[src/rtl/peak_pkg.sv]
package peak_pkg;

    localparam int SAMPLE_W_DEF = 24;
    localparam int CODE_W       = 6;
    localparam int NUM_LVL      = (1 << CODE_W) - 1;   // thresholds for codes 0..62
    localparam int RD_W         = 10;
    localparam int ADDR_W       = 4;
    localparam logic [ADDR_W-1:0] PEAK_ADDR = 4'b0101;
    localparam logic [CODE_W-1:0] CODE_FLOOR = '1;

    typedef logic [CODE_W-1:0] code_t;

    typedef enum logic [1:0] {
        RD_IDLE  = 2'd0,
        RD_PEAK  = 2'd1,
        RD_OTHER = 2'd2
    } rd_kind_e;

    typedef struct packed {
        logic  vld;
        code_t code;
    } lvl_t;

    // ceil(FS * 10^(-k/20)), FS = 2^(w-1)-1, evaluated at elaboration
    function automatic longint thr_of(input int w, input int k);
        real    fs;
        real    x;
        longint t;
        fs = real'((longint'(1) << (w - 1)) - 1);
        x  = fs * (10.0 ** (-real'(k) / 20.0));
        t  = $rtoi(x);
        if (real'(t) < x) t = t + 1;
        return t;
    endfunction

endpackage

[src/rtl/peak_mag.sv]
module peak_mag #(
    parameter int W = peak_pkg::SAMPLE_W_DEF
) (
    input  logic signed [W-1:0] smp,
    output logic        [W-2:0] mag
);
    localparam logic [W-1:0] MOST_NEG = {1'b1, {(W-1){1'b0}}};

    logic [W-1:0] neg;

    always_comb begin
        neg = -smp;
        if (smp == MOST_NEG)
            mag = '1;                       // saturate to full scale
        else if (smp[W-1])
            mag = neg[W-2:0];
        else
            mag = smp[W-2:0];
    end
endmodule

[src/rtl/peak_code.sv]
module peak_code
    import peak_pkg::*;
#(
    parameter int W = SAMPLE_W_DEF
) (
    input  logic [W-2:0] mag,
    output code_t        code
);
    logic [NUM_LVL-1:0] hit;

    for (genvar k = 0; k < NUM_LVL; k++) begin : g_lvl
        localparam longint THR_L = thr_of(W, k);
        localparam logic [W-2:0] THR = THR_L[W-2:0];
        assign hit[k] = (mag >= THR);
    end

    // thresholds fall with k, so the hits form a thermometer from the top
    always_comb begin
        code = code_t'(NUM_LVL - $countones(hit));
    end
endmodule

[src/rtl/peak_hold.sv]
module peak_hold
    import peak_pkg::*;
(
    input  logic  clk,
    input  logic  rst,
    input  logic  en,
    input  lvl_t  lvl,
    input  logic  clr,
    output code_t held
);
    always_ff @(posedge clk) begin
        if (rst || !en)
            held <= CODE_FLOOR;
        else if (clr)
            held <= lvl.vld ? lvl.code : CODE_FLOOR;
        else if (lvl.vld && lvl.code < held)
            held <= lvl.code;
    end

    logic primed;
    always_ff @(posedge clk) begin
        if (rst) primed <= 1'b0;
        else     primed <= 1'b1;
    end


    held_monotone_chk: assert property (@(posedge clk) disable iff (rst)
        (en && !clr) |=> (!primed || !en || held <= $past(held)));


    disabled_floor_chk: assert property (@(posedge clk) disable iff (rst)
        !en |=> (held == CODE_FLOOR));


    clear_floor_chk: assert property (@(posedge clk) disable iff (rst)
        (en && clr && !lvl.vld) |=> (!en || held == CODE_FLOOR || $past(primed) == 1'b0 || 1'b1) && (held == CODE_FLOOR || !$past(en)));


    idle_stable_chk: assert property (@(posedge clk) disable iff (rst)
        (primed && en && !clr && !lvl.vld) |=> $stable(held) || !$past(en));
endmodule

[src/rtl/adc_peak_meter.sv]
module adc_peak_meter
    import peak_pkg::*;
#(
    parameter int W = SAMPLE_W_DEF
) (
    input  logic                 clk,
    input  logic                 rst,
    input  logic                 pk_en,
    input  logic                 smp_vld,
    input  logic signed [W-1:0]  smp_data,
    input  logic                 rd_en,
    input  logic [ADDR_W-1:0]    rd_addr,
    output logic [RD_W-1:0]      rd_data
);
    localparam int PAD_W = RD_W - CODE_W;

    logic [W-2:0] mag;
    code_t        code;
    code_t        held;
    lvl_t         lvl;
    rd_kind_e     rk;

    peak_mag  #(.W(W)) u_mag  (.smp(smp_data), .mag(mag));
    peak_code #(.W(W)) u_code (.mag(mag), .code(code));

    always_comb begin
        lvl.vld  = smp_vld;
        lvl.code = code;
        if (!rd_en)                rk = RD_IDLE;
        else if (rd_addr == PEAK_ADDR) rk = RD_PEAK;
        else                       rk = RD_OTHER;
    end

    peak_hold u_hold (
        .clk  (clk),
        .rst  (rst),
        .en   (pk_en),
        .lvl  (lvl),
        .clr  (rk == RD_PEAK),
        .held (held)
    );

    always_ff @(posedge clk) begin
        if (rst)
            rd_data <= '0;
        else if (rk == RD_PEAK)
            rd_data <= {{PAD_W{1'b0}}, held};
        else if (rk == RD_OTHER)
            rd_data <= '0;
    end


    upper_zero_chk: assert property (@(posedge clk) disable iff (rst)
        rd_data[RD_W-1:CODE_W] == '0);


    other_addr_chk: assert property (@(posedge clk) disable iff (rst)
        (rk == RD_OTHER) |=> (rd_data == '0));


    most_neg_chk: assert property (@(posedge clk) disable iff (rst)
        (smp_data == {1'b1, {(W-1){1'b0}}}) |-> (code == '0));
endmodule

[config.mk]
export PLATFORM = sky130hd
export DESIGN_NAME = adc_peak_meter
export DESIGN_NICKNAME = d
export VERILOG_FILES = /design/src/rtl/peak_pkg.sv /design/src/rtl/peak_mag.sv /design/src/rtl/peak_code.sv /design/src/rtl/peak_hold.sv /design/src/rtl/adc_peak_meter.sv
export SDC_FILE = /design/constraint.sdc
export NUM_CORES = 1
export LEC_CHECK = 0
export CORE_MARGIN = 2
export CORE_UTILIZATION = 35
export CTS_CLUSTER_SIZE = 12
export DETAILED_ROUTE_END_ITERATION = 10
export PLACE_DENSITY = 0.63
export SLEW_MARGIN = 10
export SYNTH_ARGS = -nofsm -noshare
export SYNTH_HDL_FRONTEND = slang
export SYNTH_SLANG_ARGS = --single-unit
[constraint.sdc]
create_clock -name clk -period 11.7 [get_ports clk]
set_clock_uncertainty 0.05 [all_clocks]
set_input_delay 2.34 -clock clk [delete_from_list [all_inputs] [get_ports clk]]
set_output_delay 2.34 -clock clk [all_outputs]
set_load 0.005 [all_outputs]
Yosys cells after proc, flatten, opt, wreduce, memory -nomap -nowiden. Index checks and enable logic that the tools add are counted.

$add $sub $neg: 64. Order comparisons: 64. Equal/unequal tests: 4. Mux-type cells: 9. Reductions and logical operators: 5.

Operator list (number): adder 6 bit (30); greater-or-equal comparator 23 bit, second input constant (7); greater-or-equal comparator 23 x 14 -> 1 bit, second input constant (6); greater-or-equal comparator 23 x 15 -> 1 bit, second input constant (6); greater-or-equal comparator 23 x 16 -> 1 bit, second input constant (6); greater-or-equal comparator 23 x 17 -> 1 bit, second input constant (6); greater-or-equal comparator 23 x 18 -> 1 bit, second input constant (6); greater-or-equal comparator 23 x 19 -> 1 bit, second input constant (6); greater-or-equal comparator 23 x 20 -> 1 bit, second input constant (6); greater-or-equal comparator 23 x 21 -> 1 bit, second input constant (6); greater-or-equal comparator 23 x 22 -> 1 bit, second input constant (6); adder 1 x 1 -> 2 bit (31); greater-or-equal comparator 23 x 13 -> 1 bit, second input constant (2); two-way mux 23 bit (2); two-way mux 6 bit (5); == test 24 bit, second input constant (1); negation 23 bit (1); adder 6 x 1 -> 6 bit (1); less-than comparator 6 bit (1); subtractor 1 x 6 -> 6 bit, first input constant (1); == test 4 x 3 -> 1 bit, second input constant (1); two-way mux 2 bit (2); nonzero test 2 bit (2); == test 2 x 1 -> 1 bit, second input constant (1); 4 further kinds (4).

Register bits: 12. Bits of input ports: 33. Output and inout bits: 10. Word-level logic and storage cells: 148.

Logic depth before layout (Yosys ltp).
Depth in word-level cells: 15. Mapped depth: 40. Mapped depth without buffers: 37.

Modules after synthesis. A second synthesis with hierarchy kept.

Cell total of the unflattened synthesis: 1014. Area, all modules: 6998.0 um2.

By module, submodules not included: peak_code (instances 1, cells each 816, area each 5539.1 um2, seq. area each 0.0 um2); peak_mag (instances 1, cells each 123, area each 779.5 um2, seq. area each 0.0 um2); peak_hold (instances 1, cells each 47, area each 397.9 um2, seq. area each 120.1 um2); adc_peak_meter (instances 1, cells each 28, area each 281.5 um2, seq. area each 120.1 um2).

Least setup slack after synthesis. Ideal clock, no wire load.

Kind: input-to-reg. Start point: in smp_data[7]. End point: reg u_hold.held[1]. Library setup time: 136 ps. Data arrival time: 11859 ps. Required time: 11514 ps. Slack: -345 ps. Stages: 33. Buffers on the path: 2. Cell sequence: or4_1 buf_4 or4_4 o41ai_4 mux2i_1 clkbuf_1 nand2_1 o31ai_1 ha_1 inv_1 fa_1 fa_1 fa_1 inv_1 fa_1 inv_1 fa_1 fa_1 inv_1 fa_1 fa_1 inv_1 ha_1 a21o_1 a21o_1 a21oi_1 xnor2_1 ha_1 o21ai_0 a21oi_1 o32ai_1 nor3b_1 o21ai_0.

Word-level cells in the longest chain between the ends: 14. Elaborated cells between the ends (all ways): 136. Classes of those cells: add/sub: 64; order compare: 64; eq/ne: 1; mux: 5; reduce/logical: 2.

Ends and longest elaborated chain: start: declaration (RTL line adc_peak_meter.sv:10) `input logic signed [W-1:0] smp_data,`; negation 23 bit (RTL line peak_mag.sv:12) `neg = -smp;`; two-way mux 23 bit (RTL line peak_mag.sv:15) `else if (smp[W-1])`; two-way mux 23 bit * (RTL line peak_mag.sv:13) `if (smp == MOST_NEG)`; greater-or-equal comparator 23 bit, or another cell as far along (RTL line peak_code.sv:14) `assign hit[k] = (mag >= THR);`; adder 1 x 1 -> 2 bit (not written as such) (RTL line peak_code.sv:19) `code = code_t'(NUM_LVL - $countones(hit));`; adder 6 bit (not written as such) or adder 6 x 1 -> 6 bit (tied branches) (RTL line peak_code.sv:19); adder 6 bit (not written as such) (3 in a row) (RTL line peak_code.sv:19); adder 6 bit (not written as such) * (RTL line peak_code.sv:19); subtractor 1 x 6 -> 6 bit * (RTL line peak_code.sv:19); less-than comparator 6 bit (RTL line peak_hold.sv:16) `else if (lvl.vld && lvl.code < held)`; logical AND 1 bit (RTL line peak_hold.sv:16); nonzero test 2 bit (no line); end signal: assignment (RTL line peak_hold.sv:15) `held <= lvl.vld ? lvl.code : CODE_FLOOR;`; end signal: assignment (RTL line peak_hold.sv:17) `held <= lvl.code;`; end: declaration (RTL line peak_hold.sv:9) `output code_t held`.

Mark *: on every way between the ends. The rest lies on a longest branch, timed or not. The select of a mux whose other input is x is not followed. A chain may end at the register's enable or synchronous reset.

Worst setup path in the final report.
Start point: in smp_data[13]. End point: reg u_hold.held[4].

The elaborated chain is that of the path after synthesis.

==> qor.csv <==
stage,metric,value,unit
setup_path,timing startpoint of the critical path,smp_data[13],
global_routing,largest net degree at the start of global routing,18,
setup_path,slowest cell on the critical path,sky130_fd_sc_hd__or4_4,
yosys,share of Yosys cell area claimed by the top area cell type,16.1,%
setup_path,Worst Reg-to-Reg Cells,10,
die,standard-cell rows,49,
pwr,sw frac,49.6,%
die,area of the die,19500,sq um
global_routing,GRT Resource Usage Total,30.9,%
hold_path,path class of the lowest-slack min-delay path,reg -> reg,
pwr,share of power burned in combinational logic,96.5,%
timing,max-slew headroom at the worst pin,62.3,%
finish,diode count,0,
cts,TritonCTS clock tree,built,
yosys,area of the mapped netlist,6450,sq um
yosys,Gate Count Post-Synth,891,
die,width of the chip,140,um
yosys,Yosys warnings,0,
cts,Worst-path clk slew,0.04,ns
pwr,share of total power in sequential cells,1.4,%
timing,Period minus WS final,11.48,ns
yosys,cell types occupying the most area after synthesis,"sky130_fd_sc_hd__fa_1 (16%), sky130_fd_sc_hd__ha_1 (14%), sky130_fd_sc_hd__inv_1 (5.9%)",
yosys,count of flip-flops with a built-in enable after synthesis,0,
pwr,total net switching power,1.69,mW
setup_path,critical path class,in -> reg,
job,Max-Cap Viols,0,
cts,clock latency on the worst-skew pair,0.24,ns
timing,number of failing hold endpoints at the final stage,0,
route,Initial DRC Count,808,
route,vias after detailed routing,8499,
route,residual antenna-violating net count after detailed routing,0,
timing,number of max-slew violations in the final report,0,
setup_path,longest individual stage delay on the worst path,0.57,ns
finish,"commonest cells after routing, fill and taps aside","sky130_fd_sc_hd__buf_4 (335), sky130_fd_sc_hd__inv_1 (97), sky130_fd_sc_hd__nand2_1 (81)",
finish,layout cells sized above 1,37.7,%
route,total wirelength of the detailed-routed design,31200,um
yosys,synthesized area divided by synthesized cell count,7.24,sq um
setup_path,endpoint of the worst register-to-register path,u_hold.held[4],
setup_path,Worst Path Max Fanout,6,
die,initial standard-cell utilization of the core,35.8,%
setup_path,Worst Path Arrival,11.62,ns
cts,cts-stage hold buffer count,0,
finish,total number of nets in the final design,1394,
pwr,internal power summed over all cells,1.72,mW
setup_path,WP data required,11.84,ns
global_routing,total congestion overflow,0,
setup_path,Worst setup SP type,primary input,
cts,clk root buf,sky130_fd_sc_hd__clkbuf_16,
outcome,result of the run,"finished, final reports clean",
timing,Tcrit/Tclk final,98.2,%
setup_path,library cell appearing most often on the critical path,sky130_fd_sc_hd__fa_1,
pwr,leakage,4.77,nW
route,drt pass-1 iters,6,
place,routability congestion estimate,1.07,
cts,Max Root-Sink Buffers,2,
place,area post-placement,9460,sq um
die,vertical die dimension,140,um
die,number of I/O pins,43,
cts,CTS sink cnt,12,
finish,area added between synthesis and finish,58.4,%
pwr,clock share of power,2.0,%
yosys,sequential fraction of the synthesis area,3.72,%
finish,"commonest non-fill, non-tap cell in the layout",sky130_fd_sc_hd__buf_4,
yosys,proportion of synthesized flip-flops having asynchronous set or reset,0,%
yosys,number of distinct library cells after synthesis,74,
timing,unrepaired setup endpoints after global routing,yes,
cts,htree depth,1,
global_routing,initial antenna violation count,0,
global_routing,vias in the first global route,8431,
pwr,power density over the cells,335,nW/um^2
hold_path,Hold Path Stages,2,
cts,number of clock buffers inserted by TritonCTS,3,
route,Residual DRC,0,
pwr,Max VDD drop,0.00147,V
yosys,Seq cells post-synth,12,
yosys,prevailing post-synth register cell,sky130_fd_sc_hd__dfxtp_1,
die,placeable core region,18000,sq um
route,Routed WL per cell,21.3,um
setup_path,startpoint of the lowest-slack register-to-register path,u_hold.held[1],
place,Port-buffer cells,38,
global_routing,first-pass GRT wire length,47500,um
timing,fmax,87.1,MHz
finish,final cell count without fillers,1467,
place,DPL Wire Length,26200,um
finish,share of the core filled with cells in the final layout,56.7,%
timing,Slew @ Worst Pin,0.561,ns
setup_path,r2r setup slk,9.51,ns
timing,setup violation total in the final timing report,0,
place,number of instances in the placed design,1446,
setup_path,destination of the critical timing path,u_hold.held[4],
finish,post-route design area,10200,sq um
yosys,Synth area leader,sky130_fd_sc_hd__fa_1,
setup_path,kind of capture point of the worst setup path,register,
route,post-detailed-route via-to-cell ratio,5.79,
## how the worst min path moves through the flow
stage | from | to
after global placement | u_hold.held[3] | rd_data[3]
after CTS | u_hold.held[3] | rd_data[3]
final | u_hold.held[3] | rd_data[3]
after global routing | u_hold.held[3] | rd_data[3]
after detailed placement | u_hold.held[3] | rd_data[3]
after floorplan | u_hold.held[2] | rd_data[2]
## through the flow
stage	TNS [ns]	power, mW	setup slack, ns	hold WS, ns
after floorplan	0	1.62	0.103	0.405
after global placement	-4.54	2.42	-0.816	0.427
after detailed placement	-5.55	2.53	-1.00	0.426
after CTS	0	3.03	0.00285	0.438
after global routing	-0.673	3.73	-0.153	0.485
final	0	3.42	0.216	0.439
## Yosys cell counts, types with 5 or more instances
master                      number
sky130_fd_sc_hd__fa_1           52
sky130_fd_sc_hd__ha_1           70
sky130_fd_sc_hd__o311ai_0        5
sky130_fd_sc_hd__nor2b_1         8
sky130_fd_sc_hd__xor2_1         13
sky130_fd_sc_hd__nor3_1         18
sky130_fd_sc_hd__nand3_1        32
sky130_fd_sc_hd__a31oi_1        20
sky130_fd_sc_hd__mux2_2          6
sky130_fd_sc_hd__or4_1           5
sky130_fd_sc_hd__clkbuf_1       29
sky130_fd_sc_hd__mux2i_1         9
sky130_fd_sc_hd__a21oi_1        57
sky130_fd_sc_hd__or2_2           5
sky130_fd_sc_hd__nor4_1         20
sky130_fd_sc_hd__buf_2           7
sky130_fd_sc_hd__o21a_1          5
sky130_fd_sc_hd__o41ai_1         5
sky130_fd_sc_hd__nor2_1         76
sky130_fd_sc_hd__xnor2_1        15
sky130_fd_sc_hd__a211oi_1        8
sky130_fd_sc_hd__buf_4           6
sky130_fd_sc_hd__nand2_1        82
sky130_fd_sc_hd__o31ai_1        19
sky130_fd_sc_hd__inv_1         102
sky130_fd_sc_hd__o21ai_0        62
sky130_fd_sc_hd__nand2b_1       14
sky130_fd_sc_hd__o211ai_1       16
sky130_fd_sc_hd__and3_1         10
sky130_fd_sc_hd__dfxtp_1        12
sky130_fd_sc_hd__nand4_1        13
sky130_fd_sc_hd__or3_1           7
sky130_fd_sc_hd__o2111ai_1       5
sky130_fd_sc_hd__and2_1         10
## worst max-delay path, delay by kind of cell
family,cells,cell delay [ns]
adders and majority gates,11,4.47
and+or+nand+nor,6,1.95
buffers and inverters,9,1.17
AOI/OAI and AO/OA,6,1.00
muxes,2,0.44
xor gates and xnor gates,1,0.21
## layer usage
| metal | routed length, um | share of wire (%) | track usage (%) |
|---|---|---|---|
| met4 | 1700 | 5.5 | 13.6 |
| met2 | 14700 | 47 | 53.1 |
| met3 | 2070 | 6.6 | 3.72 |
| met5 | 0 | 0 | 0 |
| met1 | 12800 | 41 | 39.0 |
## power groups by stage
stage          combinational [mW]  clock (mW)  sequential, mW
2_1_floorplan                1.57           0          0.0482
3_3_place_gp                 2.37           0          0.0488
3_5_place_dp                 2.48           0          0.0489
4_1_cts                      2.91      0.0704          0.0482
5_1_grt                      3.61      0.0723          0.0485
6_report                     3.30      0.0699          0.0484
## final cells by class
cell class              count  area, sq um
clock buffers               4         88.8
flip-flops and latches     12          240
well taps                 229          287
repair buffers            384         3070
fillers                  1722         7810
multi-input cells         736         6150
inverters                 102          385
## registers in the layout, indices dropped and copies added, names as in the netlist
signal	cells
u_hold.held	6
rd_data	6
## timing repair
action / 4_1_cts / 5_1_grt
endpoints found under the setup margin: 6 / 6
resized for setup: 74 / 67
setup buffers: 11 / 7
cloned: 0 / 0
pin swaps: 62 / 20
## logic make-up (layout without fill, tap and decap cells)
group,count (synthesis),in the layout,synth area share [%]
compound gates,246,246,26.0
xor+xnor,29,29,4.05
fa+ha+maj,122,122,29.7
buf+inv,146,490,8.98
flops,12,12,3.72
mux,15,15,2.44
other cells,1,4,0.0581
simple gates,320,320,25.0
Note: power is estimated with default switching activity, not from simulation.
